===== src/rtl/cadc_pkg.sv =====
package cadc_pkg;

   // Three-level digit held as a two's complement pair: -1, 0, +1
   typedef logic signed [1:0] digit_t;

   localparam digit_t DIG_POS  = 2'sb01;
   localparam digit_t DIG_ZERO = 2'sb00;
   localparam digit_t DIG_NEG  = 2'sb11;

   // Comparator pair {upper, lower} to digit; an inconsistent pair reads as mid
   function automatic digit_t pair_to_digit(input logic [1:0] pair);
      case (pair)
         2'b11:   return DIG_POS;
         2'b00:   return DIG_NEG;
         default: return DIG_ZERO;
      endcase
   endfunction

endpackage


===== src/rtl/cadc_phase_seq.sv =====
module cadc_phase_seq #(
   parameter int RES_BITS = 12
) (
   input  logic clk,
   input  logic rst_n,
   input  logic start_i,
   output logic phase_a_o,
   output logic phase_b_o,
   output logic cap_o,
   output logic first_o,
   output logic last_o
);
   localparam int STEP_W = $clog2(RES_BITS);
   localparam logic [STEP_W-1:0] LAST_STEP = STEP_W'(RES_BITS - 1);

   logic              busy_q;
   logic [STEP_W-1:0] step_q;
   logic              accept;

   assign accept = start_i && !busy_q;

   always_ff @(posedge clk) begin
      if (!rst_n) begin
         busy_q <= 1'b0;
         step_q <= '0;
      end else if (accept) begin
         busy_q <= 1'b1;
         step_q <= '0;
      end else if (busy_q) begin
         if (step_q == LAST_STEP) begin
            busy_q <= 1'b0;
            step_q <= '0;
         end else begin
            step_q <= step_q + 1'b1;
         end
      end
   end

   // Even steps drive phase A, odd steps drive phase B
   assign phase_a_o = busy_q && !step_q[0];
   assign phase_b_o = busy_q &&  step_q[0];
   assign cap_o     = busy_q;
   assign first_o   = busy_q && (step_q == '0);
   assign last_o    = busy_q && (step_q == LAST_STEP);

endmodule


===== src/rtl/cadc_digit_dec.sv =====
module cadc_digit_dec (
   input  logic                 sel_b_i,
   input  logic [1:0]           cmp_a_i,
   input  logic [1:0]           cmp_b_i,
   output cadc_pkg::digit_t     digit_o
);
   logic [1:0] pair;

   assign pair    = sel_b_i ? cmp_b_i : cmp_a_i;
   assign digit_o = cadc_pkg::pair_to_digit(pair);

endmodule


===== src/rtl/cadc_corrector.sv =====
module cadc_corrector #(
   parameter int RES_BITS = 12,
   parameter bit SATURATE = 1'b1
) (
   input  logic                  clk,
   input  logic                  rst_n,
   input  logic                  cap_i,
   input  logic                  first_i,
   input  logic                  last_i,
   input  cadc_pkg::digit_t      digit_i,
   output logic                  done_o,
   output logic [RES_BITS-1:0]   code_o
);
   localparam int ACC_W = RES_BITS + 3;
   localparam logic signed [ACC_W-1:0] BIAS     = ACC_W'(1) << RES_BITS;
   localparam logic signed [ACC_W-1:0] CODE_MAX = (ACC_W'(1) << RES_BITS) - ACC_W'(1);

   logic signed [ACC_W-1:0] acc_q;
   logic signed [ACC_W-1:0] dig_ext;
   logic signed [ACC_W-1:0] sum_next;
   logic signed [ACC_W-1:0] biased;
   logic [RES_BITS-1:0]     code_next;

   assign dig_ext  = {{(ACC_W-2){digit_i[1]}}, digit_i};
   assign sum_next = first_i ? dig_ext : ((acc_q <<< 1) + dig_ext);
   assign biased   = (sum_next + BIAS) >>> 1;

   generate
      if (SATURATE) begin : g_sat
         always_comb begin
            if (biased < 0)
               code_next = '0;
            else if (biased > CODE_MAX)
               code_next = '1;
            else
               code_next = biased[RES_BITS-1:0];
         end
      end else begin : g_wrap
         assign code_next = biased[RES_BITS-1:0];
      end
   endgenerate

   always_ff @(posedge clk) begin
      if (!rst_n) begin
         acc_q  <= '0;
         done_o <= 1'b0;
         code_o <= '0;
      end else begin
         done_o <= 1'b0;
         if (cap_i) begin
            acc_q <= sum_next;
            if (last_i) begin
               code_o <= code_next;
               done_o <= 1'b1;
            end
         end
      end
   end

endmodule


===== src/rtl/cadc_seq_core.sv =====
module cadc_seq_core #(
   parameter int RES_BITS = 12,
   parameter bit SATURATE = 1'b1
) (
   input  logic                clk,
   input  logic                rst_n,
   input  logic                start_i,
   input  logic [1:0]          cmp_a_i,
   input  logic [1:0]          cmp_b_i,
   output logic                phase_a_o,
   output logic                phase_b_o,
   output logic                done_o,
   output logic [RES_BITS-1:0] code_o
);
   generate
      if ((RES_BITS % 2) != 0) begin : g_bad_odd
         $error("RES_BITS must be even: two digits per conversion cycle");
      end
      if (RES_BITS < 4 || RES_BITS > 24) begin : g_bad_range
         $error("RES_BITS out of supported range 4..24");
      end
   endgenerate

   logic             cap;
   logic             first;
   logic             last;
   cadc_pkg::digit_t digit;

   cadc_phase_seq #(.RES_BITS(RES_BITS)) u_seq (
      .clk       (clk),
      .rst_n     (rst_n),
      .start_i   (start_i),
      .phase_a_o (phase_a_o),
      .phase_b_o (phase_b_o),
      .cap_o     (cap),
      .first_o   (first),
      .last_o    (last)
   );

   cadc_digit_dec u_dec (
      .sel_b_i (phase_b_o),
      .cmp_a_i (cmp_a_i),
      .cmp_b_i (cmp_b_i),
      .digit_o (digit)
   );

   cadc_corrector #(.RES_BITS(RES_BITS), .SATURATE(SATURATE)) u_corr (
      .clk     (clk),
      .rst_n   (rst_n),
      .cap_i   (cap),
      .first_i (first),
      .last_i  (last),
      .digit_i (digit),
      .done_o  (done_o),
      .code_o  (code_o)
   );

endmodule


===== config.mk =====
export PLATFORM = sky130hd
export DESIGN_NAME = cadc_seq_core
export DESIGN_NICKNAME = d
export VERILOG_FILES = /design/src/rtl/cadc_pkg.sv /design/src/rtl/cadc_phase_seq.sv /design/src/rtl/cadc_digit_dec.sv /design/src/rtl/cadc_corrector.sv /design/src/rtl/cadc_seq_core.sv
export SDC_FILE = /design/constraint.sdc
export NUM_CORES = 1
export LEC_CHECK = 0
export BUFFER_PORTS_ARGS = -buffer_cell sky130_fd_sc_hd__clkbuf_2
export CAP_MARGIN = 40
export CORE_ASPECT_RATIO = 1.5
export CORE_UTILIZATION = 52
export CTS_BUF_LIST = sky130_fd_sc_hd__clkbuf_4 sky130_fd_sc_hd__clkbuf_8 sky130_fd_sc_hd__clkbuf_16
export DETAILED_ROUTE_END_ITERATION = 6
export GPL_ROUTABILITY_DRIVEN = 0
export PLACE_DENSITY = 0.83
export SYNTH_ARGS = -nofsm -noshare
export SYNTH_HDL_FRONTEND = slang
export SYNTH_SLANG_ARGS = --single-unit

===== constraint.sdc =====
create_clock -name clk -period 8.2 [get_ports clk]
set_input_delay 1.64 -clock clk [delete_from_list [all_inputs] [get_ports clk]]
set_output_delay 1.64 -clock clk [all_outputs]
set_load 0.005 [all_outputs]

==> flow_summary.toml, run 1 <==
[place]
dp.cells = 342
place_area_um2 = 2390
dpl.hpwl_um = 4230
portBuffers = 21
pre_cts_slack_ns = 2.10

[final_layout]
fin_cells = 350
n_fill_cell = 377
ff_latch_area_um2 = 641
multi_input_area_um2 = 1520
diodes = 0
stdcell_area_um2 = 2480
finalNetCount = 319
final_common_cell = "nor2_1"
layout-drive-gt1-share = 0.168
final_cell_mix = "nor2_1, dfxtp_1, nand2_1"
area_growth_pct = 7.53
utilization = 0.585

[route]
drt_first_pass_iters = 5
avgRoutedWirePerCell_um = 16.3
drt-initial-drc-count = 75
routed_wl_um = 5700
drc = 0
drtAntennaViolNets = 0
viasPerCell = 6.39
num_vias = 2235

[yosys]
synth_top_family_by_area = "simple AND/OR/NAND/NOR gates"
synthMuxAreaShare = 0.0482
synth_xor_xnor_area_share = 0.0645
synth_edf_count = 0
synthAdderAreaFrac = 0.0488
synth_cells = 292
synth_ff_type = "dfxtp_1"
yosysWarnings = 0
netlist_area_um2 = 2310
async_flop_share = 0
syn_avg_cell_area_um2 = 7.91
synth_seq_cells = 32
ys_types = 64
synth_compound_area_frac = 0.244
yosys.area_share.simple = 0.255
syn_nets = 308
yosysSeqAreaShare = 0.278

[clock_tree]
hold_buffers = 0
cts_resized = 0
h-tree-depth = 2
cts_made_buffers = 5
cts.sinks = 32
cts_tree = "built"
post_cts_buffers = 0
root_buffer = "clkbuf_8"
cts_max_path_buffers = 2
path_clk_slew_ns = 0.07
clkLatencyLatePin_ns = 0.29

[sta]
setup_viol = 0
fmax_mhz = 169
setup_ws_ns = 2.29
skew_ns = 0.00616
slew_violations = 0
hold_violations = 0
worst_hold_slack_ns = 0.454
finalCritPeriodShare = 0.720
rsz0062_at_grt = "false"
fin_crit_ns = 5.91
relSlewSlack = 0.484
worst_pin_slew_ns = 0.772
final.setup.tns_ns = 0

[hold_path]
hp-class = "register to register"

[global_route]
grt_max_degree = 28
first_global_vias = 2044
antenna_found_initial = 0
grt_usage = 0.256
grt_pass1_wl_um = 9540
grt_overflow_total = 0

[power]
p_leak_nw = 1.01
power.density_nw_per_um2 = 173
ir_drop_mv = 0.143
p_total_mw = 0.429

[setup_path]
cp.arrival_ns = 6.08
critPathLaunchType = "input pin"
critPathMaxFanout = 19
required_ns = 8.37
endpoint_kind = "register"
crit_type = "input pin to register"

[floorplan]
core.rowCount = 29
fp.dieArea_um2 = 4720
die-width_um = 56.4
die_y_um = 83.6
pin_count = 22
initial_core_util = 0.544
coreArea_um2 = 4250

[outcome]
status = "finished clean"

[job]
maxCapViolations = 0
-- final timing paths --
check / from / endpoint / slack (ns) / depth (start not counted)
worst max-delay path: cmp_a_i[0] / u_corr.code_o[4] / 2.29 / 21
worst max register to register: u_seq.step_q[0] / u_corr.code_o[4] / 3.09 / 21
worst min-delay path: u_corr.code_o[9] / u_corr.code_o[9] / 0.45 / 2
worst min register to register: u_corr.code_o[9] / u_corr.code_o[9] / 0.45 / 2
-- flip-flops by register name, summed over array words and instances (netlist names) --
signal,count
u_corr.code_o,12
u_corr.acc_q,14
u_seq.cap_o,1
u_corr.done_o,1
u_seq.step_q,4
-- routing by layer --
metal | track usage | share of wire | vias to the layer above
li1 | - | - | 1079
met1 | 0.268 | 0.36 | 1044
met2 | 0.465 | 0.53 | 84
met3 | 0.0372 | 0.047 | 28
met4 | 0.160 | 0.061 | 0
met5 | 0 | 0 | -
-- logic make-up after synthesis --
logic type,after synthesis
AND/OR/NAND/NOR,117
AO/OA/AOI/OAI,76
flip-flops,32
buffers and inverters,30
XOR/XNOR,17
multiplexers,11
adder cells (fa/ha/maj),9
-- synth_stat cells, drive strengths merged (8+ instances only) --
cell    count  area, um^2
mux2i      10         100
o21ai      16         106
buf         9        65.1
inv         8        30.0
dfxtp      32         641
nor2       38         143
ha          9         113
clkbuf     13        48.8
nor3        8        40.0
xnor2      12         105
a211oi      8        65.1
nand2      26        97.6
a21oi      20         104
nand3      12        60.1
-- worst max-delay path: stages --
cell and delay (ns):
clkbuf_2 0.08, mux2i_1 0.20, ha_1 0.64, ha_1 0.35, ha_1 0.23, a21boi_0 0.25
o22ai_1 0.12, nor4_1 0.32, a211oi_2 0.14, o211a_1 0.25, a211o_1 0.23, mux2i_1 0.21
nand2_1 0.10, ha_1 0.20, xnor2_1 0.26, nor2_1 0.09, nand3_1 0.10, mux2i_1 0.07
nor2_1 0.24, buf_4 0.25, o21ai_1 0.10
-- cell type report --
type / count / share of cell area
Clock buffer: 5 / 0.0277
Clock inverter: 3 / 0.00756
Inverter: 8 / 0.0121
Multi-Input combinational cell: 230 / 0.614
Sequential cell: 32 / 0.258
Tap cell: 46 / 0.0232
Timing Repair Buffer: 26 / 0.0575
-- power breakdown --
| part | switching, mW | internal, mW |
|---|---|---|
| clock | 0.0626 | 0.0591 |
| combinational | 0.0806 | 0.0515 |
| sequential | 0.0131 | 0.162 |
| total | 0.156 | 0.273 |
Note: power is estimated with default switching activity, not from simulation.
==> run 2, diff against run 1 <==
- clock period: 8.2 -> 5.7 ns (I/O delays scaled with it)
==> flow_summary.toml, run 2 (same netlist as run 1, synthesis figures left out) <==
[outcome]
status = "finished clean"

[final_layout]
top_regs = "u_corr.acc_q x14, u_corr.code_o x12, u_seq.step_q x4"
diodes = 0
regMostFlops = "u_corr.acc_q"
final_common_cell = "nor2_1"
layout-drive-gt1-share = 0.170
largest_reg_flops = 14
final_cell_mix = "nor2_1, dfxtp_1, nand2_1"
finalNetCount = 320
area_growth_pct = 8.89
fin_cells = 351

[power]
p_total_mw = 0.659
ir_drop_mv = 0.204
power.density_nw_per_um2 = 262
p_leak_nw = 1.02

[setup_path]
reg2regPathDepth = 20
critPathMaxFanout = 30
endpoint_kind = "register"
cp.arrival_ns = 4.99
critPathLaunchType = "input pin"
crit_type = "input pin to register"
required_ns = 5.87

[route]
num_vias = 2226
drt-initial-drc-count = 108
drtAntennaViolNets = 0
drt_first_pass_iters = 4
routed_wl_um = 5670
viasPerCell = 6.34
drc = 0
avgRoutedWirePerCell_um = 16.1

[global_route]
first_global_vias = 2081
grt_pass1_wl_um = 9520
grt_overflow_total = 0
grt_usage = 0.254
antenna_found_initial = 0
grt_max_degree = 31

[clock_tree]
h-tree-depth = 2
cts_tree = "built"
cts_resized = 0
clkLatencyLatePin_ns = 0.28
cts_max_path_buffers = 2
hold_buffers = 0
path_clk_slew_ns = 0.07
cts.sinks = 32
cts_made_buffers = 5
root_buffer = "clkbuf_8"
post_cts_buffers = 0

[sta]
skew_ns = 0.00263
hold_violations = 0
fmax_mhz = 208
slew_violations = 0
setup_viol = 0
fin_crit_ns = 4.82
relSlewSlack = 0.503
worst_pin_slew_ns = 0.743
finalCritPeriodShare = 0.845
rsz0062_at_grt = "false"
final.setup.tns_ns = 0

[floorplan]
die_y_um = 83.6
coreArea_um2 = 4250
initial_core_util = 0.544
fp.dieArea_um2 = 4720
pin_count = 22
die-width_um = 56.4
core.rowCount = 29

[hold_path]
hp-class = "register to register"
hold_depth = 2

[place]
dpl.hpwl_um = 4160
portBuffers = 21
dp.cells = 343

[job]
maxCapViolations = 0
[run 2: cell count changes in the layout (fill, tap and decap cells not counted)]
| cell | delta |
|---|---|
| buf_4 | +1 |
| bufinv_16 | +1 |
| clkinv_2 | -1 |
| clkinv_4 | -1 |
| clkinvlp_4 | +1 |
[run 2: report_power, final]
part	internal, mW	total [mW]	leakage (nW)	switching, mW
sequential	0.234	0.252	0.261	0.0188
clock	0.129	0.217	0.0541	0.0875
combinational	0.0743	0.190	0.710	0.115
[run 2: metrics by stage]
step	utilization	hold WS (ns)	setup WS [ns]	instance area, um^2
floorplan	-	0.443	0.553	2310
global placement	0.564	0.441	0.821	2390
detailed placement	0.566	0.442	0.672	2400
CTS	0.592	0.452	0.969	2510
global route	0.592	0.465	0.467	2510
finish	0.592	0.450	0.884	2510
[run 2: routing by layer]
metal / global-route usage / share of wire
met3: 0.0310 / 0.039
met4: 0.160 / 0.052
met5: 0 / 0
met1: 0.296 / 0.40
met2: 0.431 / 0.50
[run 2: cell type report]
| type | count | area, um^2 |
|---|---|---|
| multi-input cells | 230 | 1520 |
| flip-flops and latches | 32 | 641 |
| clock inverters | 3 | 42.5 |
| repair buffers | 27 | 150 |
| well taps | 46 | 57.6 |
| fillers | 371 | 1730 |
| clock buffers | 5 | 68.8 |
| inverters | 8 | 30.0 |
[run 2: path summary, 6_finish.rpt]
path                          from                to  slack, ns
setup / recovery        cmp_a_i[0]  u_corr.code_o[6]       0.88
hold / removal    u_corr.code_o[9]  u_corr.code_o[9]       0.45
setup reg to reg   u_seq.step_q[0]  u_corr.code_o[6]       1.19
hold reg to reg   u_corr.code_o[9]  u_corr.code_o[9]       0.45
[run 2: critical path, cell delays in order]
cell	delay, ns
clkbuf_2	0.08
mux2i_1	0.20
ha_1	0.23
buf_4	0.33
ha_1	0.40
a21oi_1	0.24
o21ai_0	0.14
a21oi_1	0.33
o21ai_0	0.14
a211o_1	0.29
mux2i_1	0.22
nand2_1	0.09
ha_1	0.20
xnor2_1	0.24
nor2_1	0.09
nand3b_1	0.09
mux2i_1	0.08
nor2_1	0.11
buf_4	0.22
o21ai_0	0.11
==> run 3, diff against run 2 <==
- clock period: 5.7 -> 4.7 ns (I/O delays scaled with it)
==> flow_summary.toml, run 3 (same netlist as run 1, synthesis figures left out) <==
[clock_tree]
h-tree-depth = 2
cts_max_path_buffers = 2
hold_buffers = 0
cts_tree = "built"
cts_made_buffers = 5
clkLatencyLatePin_ns = 0.28
post_cts_buffers = 0
root_buffer = "clkbuf_8"
cts.sinks = 32
cts_resized = 0
path_clk_slew_ns = 0.07

[sta]
relSlewSlack = 0.481
fmax_mhz = 228
fin_crit_ns = 4.39
final.setup.tns_ns = 0
hold_violations = 0
setup_viol = 0
skew_ns = 0.00501
slew_violations = 0
rsz0062_at_grt = "false"
worst_hold_slack_ns = 0.453
setup_ws_ns = 0.311
worst_pin_slew_ns = 0.776
finalCritPeriodShare = 0.934

[route]
drtAntennaViolNets = 0
wl_met1_um = 2270
routed_wl_um = 6100
drt-initial-drc-count = 92
drc = 0
topRoutingLayerUsed = "met4"
num_vias = 2270
drt_first_pass_iters = 4
viasPerCell = 6.38
avgRoutedWirePerCell_um = 17.1
met3WireLength_um = 314
wl_met2_um = 3180

[final_layout]
diodes = 0
layout-drive-gt1-share = 0.194
regMostFlops = "u_corr.acc_q"
finalNetCount = 325
largest_reg_flops = 14
area_growth_pct = 11.1
final_common_cell = "nor2_1"
final_cell_mix = "nor2_1, dfxtp_1, nand2_1"
top_regs = "u_corr.acc_q x14, u_corr.code_o x12, u_seq.step_q x4"

[power]
p_leak_nw = 1.05
power.density_nw_per_um2 = 318
ir_drop_mv = 0.314

[setup_path]
required_ns = 4.90
reg2regPathDepth = 21
critPathLaunchType = "input pin"
crit_type = "input pin to register"
cp.arrival_ns = 4.59
critPathMaxFanout = 12
endpoint_kind = "register"

[hold_path]
hold_depth = 2
hp-class = "register to register"

[floorplan]
pin_count = 22
die_y_um = 83.6
initial_core_util = 0.544
core.rowCount = 29
coreArea_um2 = 4250
die-width_um = 56.4
fp.dieArea_um2 = 4720

[global_route]
grt_max_degree = 28
antenna_found_initial = 0
grt_pass1_wl_um = 10100
first_global_vias = 2224
grt_usage = 0.271
grt_overflow_total = 0

[job]
maxCapViolations = 0

[place]
dpl.hpwl_um = 4480
pre_cts_slack_ns = 0.0352
portBuffers = 21

[outcome]
status = "finished clean"
==> run 3: critical path, cell delays in order <==
cell and delay (ns):
clkbuf_2 0.08, mux2i_1 0.20, ha_2 0.30, xor2_1 0.17
ha_1 0.22, nor3_1 0.08, o21ba_2 0.22, nor4_1 0.32
a211oi_2 0.11, o211a_1 0.25, a211o_1 0.24, mux2i_1 0.21
nand2_1 0.09, ha_1 0.22, xnor2_2 0.15, nor2_1 0.14
nand3_1 0.10, mux2i_1 0.14, nor2_1 0.05, buf_4 0.19
o21ai_1 0.17
==> run 3: layout make-up <==
class | instances | area, um^2
Fill cell | 371 | 1680
Multi-Input combinational cell | 230 | 1540
Sequential cell | 32 | 641
Timing Repair Buffer | 32 | 188
Clock buffer | 6 | 76.3
Tap cell | 46 | 57.6
Clock inverter | 2 | 35.0
Inverter | 8 | 30.0
==> run 3: per-layer routing <==
metal,GRT usage,vias to the layer above
met4,0.175,0
met3,0.0279,29
met2,0.488,83
met5,0,-
li1,-,1086
met1,0.293,1072
==> run 3: stage by stage <==
stage          cell area [um^2]  utilization  total power [mW]  std cells
6_report                   2560        0.604             0.817        356
5_1_grt                    2560        0.604             0.851        356
4_1_cts                    2560        0.604             0.814        356
3_5_place_dp               2450        0.578             0.549        348
3_3_place_gp               2450        0.576             0.542        347
2_1_floorplan              2330            -             0.491        292
==> run 3: power breakdown <==
part | switching (mW) | internal (mW) | total (mW) | leakage [nW]
Clock | 0.104 | 0.163 | 0.267 | 0.0586
Combinational | 0.147 | 0.0961 | 0.244 | 0.731
Sequential | 0.0233 | 0.283 | 0.307 | 0.261
Total | 0.274 | 0.542 | 0.817 | 1.05
==> run 3: worst paths after layout <==
path,slack [ns],start,end
max,0.31,cmp_a_i[1],u_corr.code_o[9]
min,0.45,u_corr.code_o[8],u_corr.code_o[8]
max reg2reg,0.42,u_seq.step_q[0],u_corr.code_o[9]
min reg2reg,0.45,u_corr.code_o[8],u_corr.code_o[8]
